`config.mk`:
```
export PLATFORM = sky130hd
export DESIGN_NAME = keypad_irq_unit
export DESIGN_NICKNAME = d
export VERILOG_FILES = /design/src/rtl/keypad_irq_pkg.sv /design/src/rtl/keypad_edge_detect.sv /design/src/rtl/keypad_irq_regs.sv /design/src/rtl/keypad_bus_read.sv /design/src/rtl/keypad_irq_unit.sv
export SDC_FILE = /design/constraint.sdc
export NUM_CORES = 1
export LEC_CHECK = 0
export ABC_AREA = 1
export ABC_CLOCK_PERIOD_IN_PS = 1700
export BUFFER_PORTS_ARGS = -buffer_cell sky130_fd_sc_hd__buf_2
export CAP_MARGIN = 20
export CELL_PAD_IN_SITES_DETAIL_PLACEMENT = 1
export CELL_PAD_IN_SITES_GLOBAL_PLACEMENT = 1
export CORE_MARGIN = 1
export CORE_UTILIZATION = 25
export DETAILED_ROUTE_END_ITERATION = 8
export PLACE_DENSITY_LB_ADDON = 0.1
export SETUP_SLACK_MARGIN = 0.2
export SLEW_MARGIN = 20
export SYNTH_ARGS = -nofsm -noshare
export SYNTH_HDL_FRONTEND = slang
export SYNTH_SLANG_ARGS = --single-unit
```
`constraint.sdc`:
```
create_clock -name clk -period 1.7 [get_ports clk]
set_input_delay 0 -clock clk [delete_from_list [all_inputs] [get_ports clk]]
set_output_delay 0 -clock clk [all_outputs]
set_load 0.01 [all_outputs]
```
`src/rtl/keypad_irq_pkg.sv`:
```
package keypad_irq_pkg;
  localparam int unsigned NUM_SRC  = 3;
  localparam int unsigned IDX_W    = 3;
  localparam int unsigned STAT_W   = 2 + 2 * IDX_W;

  localparam int unsigned SRC_PRESS   = 0;
  localparam int unsigned SRC_RELEASE = 1;
  localparam int unsigned SRC_HOOK    = 2;

  typedef struct packed {
    logic             down;
    logic             hook;
    logic [IDX_W-1:0] row;
    logic [IDX_W-1:0] col;
  } key_status_t;
endpackage

```
`src/rtl/keypad_edge_detect.sv`:
```
module keypad_edge_detect
  import keypad_irq_pkg::*;
(
  input  logic               clk,
  input  logic               rst_n,
  input  logic               soft_rst,
  input  logic               key_down_i,
  input  logic               hook_i,
  input  logic [IDX_W-1:0]   row_i,
  input  logic [IDX_W-1:0]   col_i,
  output logic [NUM_SRC-1:0] ev_o,
  output key_status_t        status_o
);
  logic             key_q;
  logic             hook_q;
  logic [IDX_W-1:0] row_q;
  logic [IDX_W-1:0] col_q;

  // History: the same update in normal operation and software reset, so a
  // software reset reloads it from the live inputs.
  always_ff @(posedge clk or negedge rst_n) begin
    if (!rst_n) begin
      key_q  <= 1'b0;
      hook_q <= 1'b0;
      row_q  <= '0;
      col_q  <= '0;
    end else begin
      key_q  <= key_down_i;
      hook_q <= hook_i;
      if (key_down_i) begin
        row_q <= row_i;
        col_q <= col_i;
      end
    end
  end

  always_comb begin
    ev_o = '0;
    if (!soft_rst) begin
      ev_o[SRC_PRESS]   = key_down_i & ~key_q;
      ev_o[SRC_RELEASE] = ~key_down_i & key_q;
      ev_o[SRC_HOOK]    = hook_i ^ hook_q;
    end
  end

  always_comb begin
    status_o.down = key_q;
    status_o.hook = hook_q;
    status_o.row  = key_q ? row_q : '0;
    status_o.col  = key_q ? col_q : '0;
  end

  p_press_edge_r3: assert property (@(posedge clk) disable iff (!rst_n)
    ($rose(key_q) && !$past(soft_rst)) |-> $past(ev_o[SRC_PRESS]));
  p_release_edge_r4: assert property (@(posedge clk) disable iff (!rst_n)
    ($fell(key_q) && !$past(soft_rst)) |-> $past(ev_o[SRC_RELEASE]));
  p_hook_edge_r5: assert property (@(posedge clk) disable iff (!rst_n)
    (!$stable(hook_q) && !$past(soft_rst)) |-> $past(ev_o[SRC_HOOK]));
  p_soft_quiet_r11: assert property (@(posedge clk) disable iff (!rst_n)
    soft_rst |-> (ev_o == '0));
endmodule

```
`src/rtl/keypad_irq_regs.sv`:
```
module keypad_irq_regs
  import keypad_irq_pkg::*;
(
  input  logic               clk,
  input  logic               rst_n,
  input  logic [NUM_SRC-1:0] ev_i,
  input  logic [NUM_SRC-1:0] clr_i,
  input  logic               en_wr_i,
  input  logic [NUM_SRC-1:0] en_wdata_i,
  output logic [NUM_SRC-1:0] pend_o,
  output logic [NUM_SRC-1:0] en_o
);
  logic [NUM_SRC-1:0] pend_q;
  logic [NUM_SRC-1:0] en_q;

  for (genvar s = 0; s < NUM_SRC; s++) begin : g_src
    logic hit;
    assign hit = ev_i[s] & en_q[s];

    always_ff @(posedge clk or negedge rst_n) begin
      if (!rst_n) begin
        pend_q[s] <= 1'b0;
      end else if (hit) begin
        pend_q[s] <= 1'b1;
      end else if (clr_i[s]) begin
        pend_q[s] <= 1'b0;
      end
    end

    always_ff @(posedge clk or negedge rst_n) begin
      if (!rst_n) begin
        en_q[s] <= 1'b0;
      end else if (en_wr_i) begin
        en_q[s] <= en_wdata_i[s];
      end
    end
  end

  assign pend_o = pend_q;
  assign en_o   = en_q;

  p_event_wins_r8: assert property (@(posedge clk) disable iff (!rst_n)
    (|(ev_i & en_q)) |=> (($past(ev_i & en_q) & ~pend_q) == '0));
  p_masked_drop_r6: assert property (@(posedge clk) disable iff (!rst_n)
    1'b1 |=> ((pend_q & ~$past(pend_q) & ~$past(en_q)) == '0));
  p_w1c_r7: assert property (@(posedge clk) disable iff (!rst_n)
    (|clr_i) |=> ((pend_q & $past(clr_i & ~(ev_i & en_q))) == '0));
endmodule

```
`src/rtl/keypad_bus_read.sv`:
```
module keypad_bus_read
  import keypad_irq_pkg::*;
#(
  parameter int unsigned DATA_W   = 32,
  parameter int unsigned ADDR_W   = 2,
  parameter int unsigned STAT_OFS = 0,
  parameter int unsigned PEND_OFS = 1,
  parameter int unsigned EN_OFS   = 2
) (
  input  logic [ADDR_W-1:0]  addr_i,
  input  key_status_t        status_i,
  input  logic [NUM_SRC-1:0] pend_i,
  input  logic [NUM_SRC-1:0] en_i,
  output logic [DATA_W-1:0]  rdata_o
);
  localparam logic [ADDR_W-1:0] A_STAT = ADDR_W'(STAT_OFS);
  localparam logic [ADDR_W-1:0] A_PEND = ADDR_W'(PEND_OFS);
  localparam logic [ADDR_W-1:0] A_EN   = ADDR_W'(EN_OFS);

  always_comb begin
    rdata_o = '0;
    if (addr_i == A_STAT) begin
      rdata_o[STAT_W-1:0] = status_i;
    end else if (addr_i == A_PEND) begin
      rdata_o[NUM_SRC-1:0] = pend_i;
    end else if (addr_i == A_EN) begin
      rdata_o[NUM_SRC-1:0] = en_i;
    end
  end
endmodule

```
`src/rtl/keypad_irq_unit.sv`:
```
module keypad_irq_unit
  import keypad_irq_pkg::*;
#(
  parameter int unsigned DATA_W   = 32,
  parameter int unsigned ADDR_W   = 2,
  parameter int unsigned STAT_OFS = 0,
  parameter int unsigned PEND_OFS = 1,
  parameter int unsigned EN_OFS   = 2
) (
  input  logic              clk,
  input  logic              rst_n,
  input  logic              soft_rst,
  input  logic              key_down,
  input  logic              hook_lvl,
  input  logic [2:0]        key_row,
  input  logic [2:0]        key_col,
  input  logic [ADDR_W-1:0] bus_addr,
  input  logic              bus_wr,
  input  logic [DATA_W-1:0] bus_wdata,
  output logic [DATA_W-1:0] bus_rdata,
  output logic              irq
);
  localparam logic [ADDR_W-1:0] A_PEND = ADDR_W'(PEND_OFS);
  localparam logic [ADDR_W-1:0] A_EN   = ADDR_W'(EN_OFS);

  logic [NUM_SRC-1:0] ev;
  logic [NUM_SRC-1:0] pend;
  logic [NUM_SRC-1:0] en;
  logic [NUM_SRC-1:0] clr;
  logic               en_wr;
  key_status_t        status;

  assign clr   = (bus_wr && bus_addr == A_PEND) ? bus_wdata[NUM_SRC-1:0] : '0;
  assign en_wr = bus_wr && bus_addr == A_EN;

  keypad_edge_detect u_edge (
    .clk        (clk),
    .rst_n      (rst_n),
    .soft_rst   (soft_rst),
    .key_down_i (key_down),
    .hook_i     (hook_lvl),
    .row_i      (key_row),
    .col_i      (key_col),
    .ev_o       (ev),
    .status_o   (status)
  );

  keypad_irq_regs u_regs (
    .clk        (clk),
    .rst_n      (rst_n),
    .ev_i       (ev),
    .clr_i      (clr),
    .en_wr_i    (en_wr),
    .en_wdata_i (bus_wdata[NUM_SRC-1:0]),
    .pend_o     (pend),
    .en_o       (en)
  );

  keypad_bus_read #(
    .DATA_W   (DATA_W),
    .ADDR_W   (ADDR_W),
    .STAT_OFS (STAT_OFS),
    .PEND_OFS (PEND_OFS),
    .EN_OFS   (EN_OFS)
  ) u_read (
    .addr_i   (bus_addr),
    .status_i (status),
    .pend_i   (pend),
    .en_i     (en),
    .rdata_o  (bus_rdata)
  );

  assign irq = |pend;

  p_irq_hold_r9: assert property (@(posedge clk) disable iff (!rst_n)
    (irq && !(bus_wr && bus_addr == A_PEND)) |=> irq);
  p_soft_keeps_r11: assert property (@(posedge clk) disable iff (!rst_n)
    (soft_rst && !bus_wr) |=> ($stable(pend) && $stable(en)));
endmodule

```
==> run summary <==
status: completed
Remaining DRCs: 0
GRT Util Overall: 0.122
first-pass GRT wire length: 3.26 mm
Max Slew Vio Count: 0
Port Buffer Count: 25
vias in the first global route: 748
largest net degree at the start of global routing: 16
Starting Density: 0.261
Die Span Y: 61.1 um
Via Count: 736
Fin. Hold Viols: 0
setup TNS: 0 ps
minimum clock period: 1180 ps
met2 wire len: 898 um
GR Overflow Total: 0
vias per cell: 3.79
Finish-stage setup viols: 0
power density over the cells: 727 mW/mm^2
Post-CTS Setup Bufs: 0
highest routed layer: met4
clk_lat worst skew: 270 ps
Num CTS Buffers: 3
Total Nets Final: 196
final wirelength: 1.94 mm
# diodes: 0
Inst Count DP: 179
CTS tree: done
clock tree buffer depth: 2
worst path cell trace: or3_1, buf_2
Crit path max-delay family: flip-flops
die area: 0.00373 mm^2
Core ar.: 0.00334 mm^2
RSZ-0062 raised after global routing: no
First-pass DRT Iterations: 4
Yosys warning total: 0
number of gates resized after CTS: 0
Mapped Area: 872 um^2
Synth Area per Inst: 7.86 um^2
Critical Path End Type: output port
CTS root buf: clkbuf_4
Critical-path top delay cell: dfrtp_1
Final HPWL DP: 1.46 mm
Slowest Stage Delay on Critical Path: 400 ps
Tcrit/Tclk final: 0.695
WL met1: 932 um
TritonCTS Sinks: 14
# IOs: 79
number of library cell types mapped by synthesis: 16
Area growth, synth to finish: 25.1%
initial antenna violation count: 0
met3 wire length: 98 um
Die W: 61.1 um
wire length per cell: 9.99 um
Layout Cells excl Fill: 194
kind of critical path: flip-flop to output port
row cnt: 21
Buffers & Inverters on Critical Path: 1
maxcap violations: 0
most frequent cells in the layout: buf_2 (25), conb_1 (24), nand2_1 (18)
post-route antenna net violation count: 0
final clock skew: 0.344 ps
GPL Wtd Cong: 0.765
Iter 0 DRT Violations: 56
fraction of layout cells with a size suffix above 1: 0.216
VDD IR-drop max: 0.000215 V
CP arrival: 1180 ps
Worst Setup Start Kind: flip-flop
# hold bufs at CTS: 12
Post-Synthesis Cells: 111
Fmax: 846 MHz
Hold Path Class: input pin to flip-flop
Crit Path Max Fanout: 3
WP data required: 1700 ps
synthesis-stage register bit count: 14
post-synthesis sequential area ratio: 0.402
leak pwr: 0.000599 uW
Clock transition at path regs: 80 ps
H-tree depth: 1
most common cell after layout, fill and taps aside: buf_2
through the flow:
step | cell area, um^2 | total power [uW] | worst slack, ps | utilization | hold slack, ps
finish | 1090 | 794 | 519 | 0.327 | 10.6
global placement | 948 | 594 | 827 | 0.284 | -77.2
global route | 1090 | 860 | 465 | 0.327 | 39.8
CTS | 1090 | 811 | 508 | 0.327 | 11.7
detailed placement | 948 | 598 | 825 | 0.284 | -74.8
floorplan | 958 | 561 | 926 | - | -296
cells by family (layout without fill, tap and decap cells):
logic type | count (synthesis) | after routing | synth area share
buffers and inverters | 41 | 55 | 0.286
and+or+nand+nor | 46 | 46 | 0.257
AOI/OAI and AO/OA | 9 | 9 | 0.0516
DFF | 14 | 14 | 0.402
other | 1 | 24 | 0.00430
per-layer routing:
layer	vias to the layer above	global-route usage
met5	-	0
met4	0	0.0584
met3	2	0.0189
met2	26	0.205
met1	331	0.154
li1	377	-
power by group:
group / total (uW) / switching (uW) / internal [uW]
combinational: 196 / 116 / 80.9
clock: 186 / 104 / 82.0
sequential: 411 / 32.4 / 379
total: 794 / 252 / 542
synth_stat cells:
| cell type | n | area [um^2] |
|---|---|---|
| dfrtp_1 | 14 | 350 |
| nor2_4 | 1 | 11.3 |
| nor3_1 | 1 | 5.00 |
| buf_2 | 1 | 5.00 |
| nand3_1 | 15 | 75.1 |
| conb_1 | 1 | 3.75 |
| or3_1 | 1 | 6.26 |
| nor2_1 | 6 | 22.5 |
| o21ai_0 | 5 | 25.0 |
| nand4_1 | 3 | 18.8 |
| nand3_4 | 1 | 17.5 |
| inv_2 | 2 | 7.51 |
| nand2_1 | 18 | 67.6 |
| o21ai_1 | 4 | 20.0 |
| buf_4 | 25 | 188 |
| inv_1 | 13 | 48.8 |
registers in the layout, summed over array words and instances, names as in the netlist:
register       count
u_edge.key_q       1
u_regs.en_o        3
u_edge.col_q       3
u_regs.pend_o      3
u_edge.row_q       3
u_edge.hook_q      1
path summary, 6_finish.rpt:
kind                                                   start                            to  slack (ps)  cells past startpoint
worst min-delay path                                soft_rst  u_regs.pend_o[1]$_DFFE_PN0P_          10                      4
max in group asynchronous                              rst_n   u_edge.col_q[2]$_DFFE_PN0P_        1300                      2
min in group asynchronous                              rst_n  u_regs.pend_o[2]$_DFFE_PN0P_         160                      2
worst max-delay path            u_regs.pend_o[1]$_DFFE_PN0P_                           irq         520                      2
worst max register to register        u_edge.key_q$_DFF_PN0_  u_regs.pend_o[0]$_DFFE_PN0P_         910                      3
worst min register to register   u_edge.col_q[0]$_DFFE_PN0P_   u_edge.col_q[0]$_DFFE_PN0P_         510                      2
area by class of cell:
type | instances | area, um^2
timing repair buffer | 37 | 245
tap | 46 | 57.6
inverter | 15 | 56.3
multi-input combinational | 79 | 359
clock buffer | 3 | 22.5
sequential | 14 | 350
fill | 430 | 2250
worst min-delay path: cells and delay by family:
family	cells	cell delay [ps]
buffers and inverters	1	100
and+or+nand+nor	3	150
(Power assumes the default switching activity.)
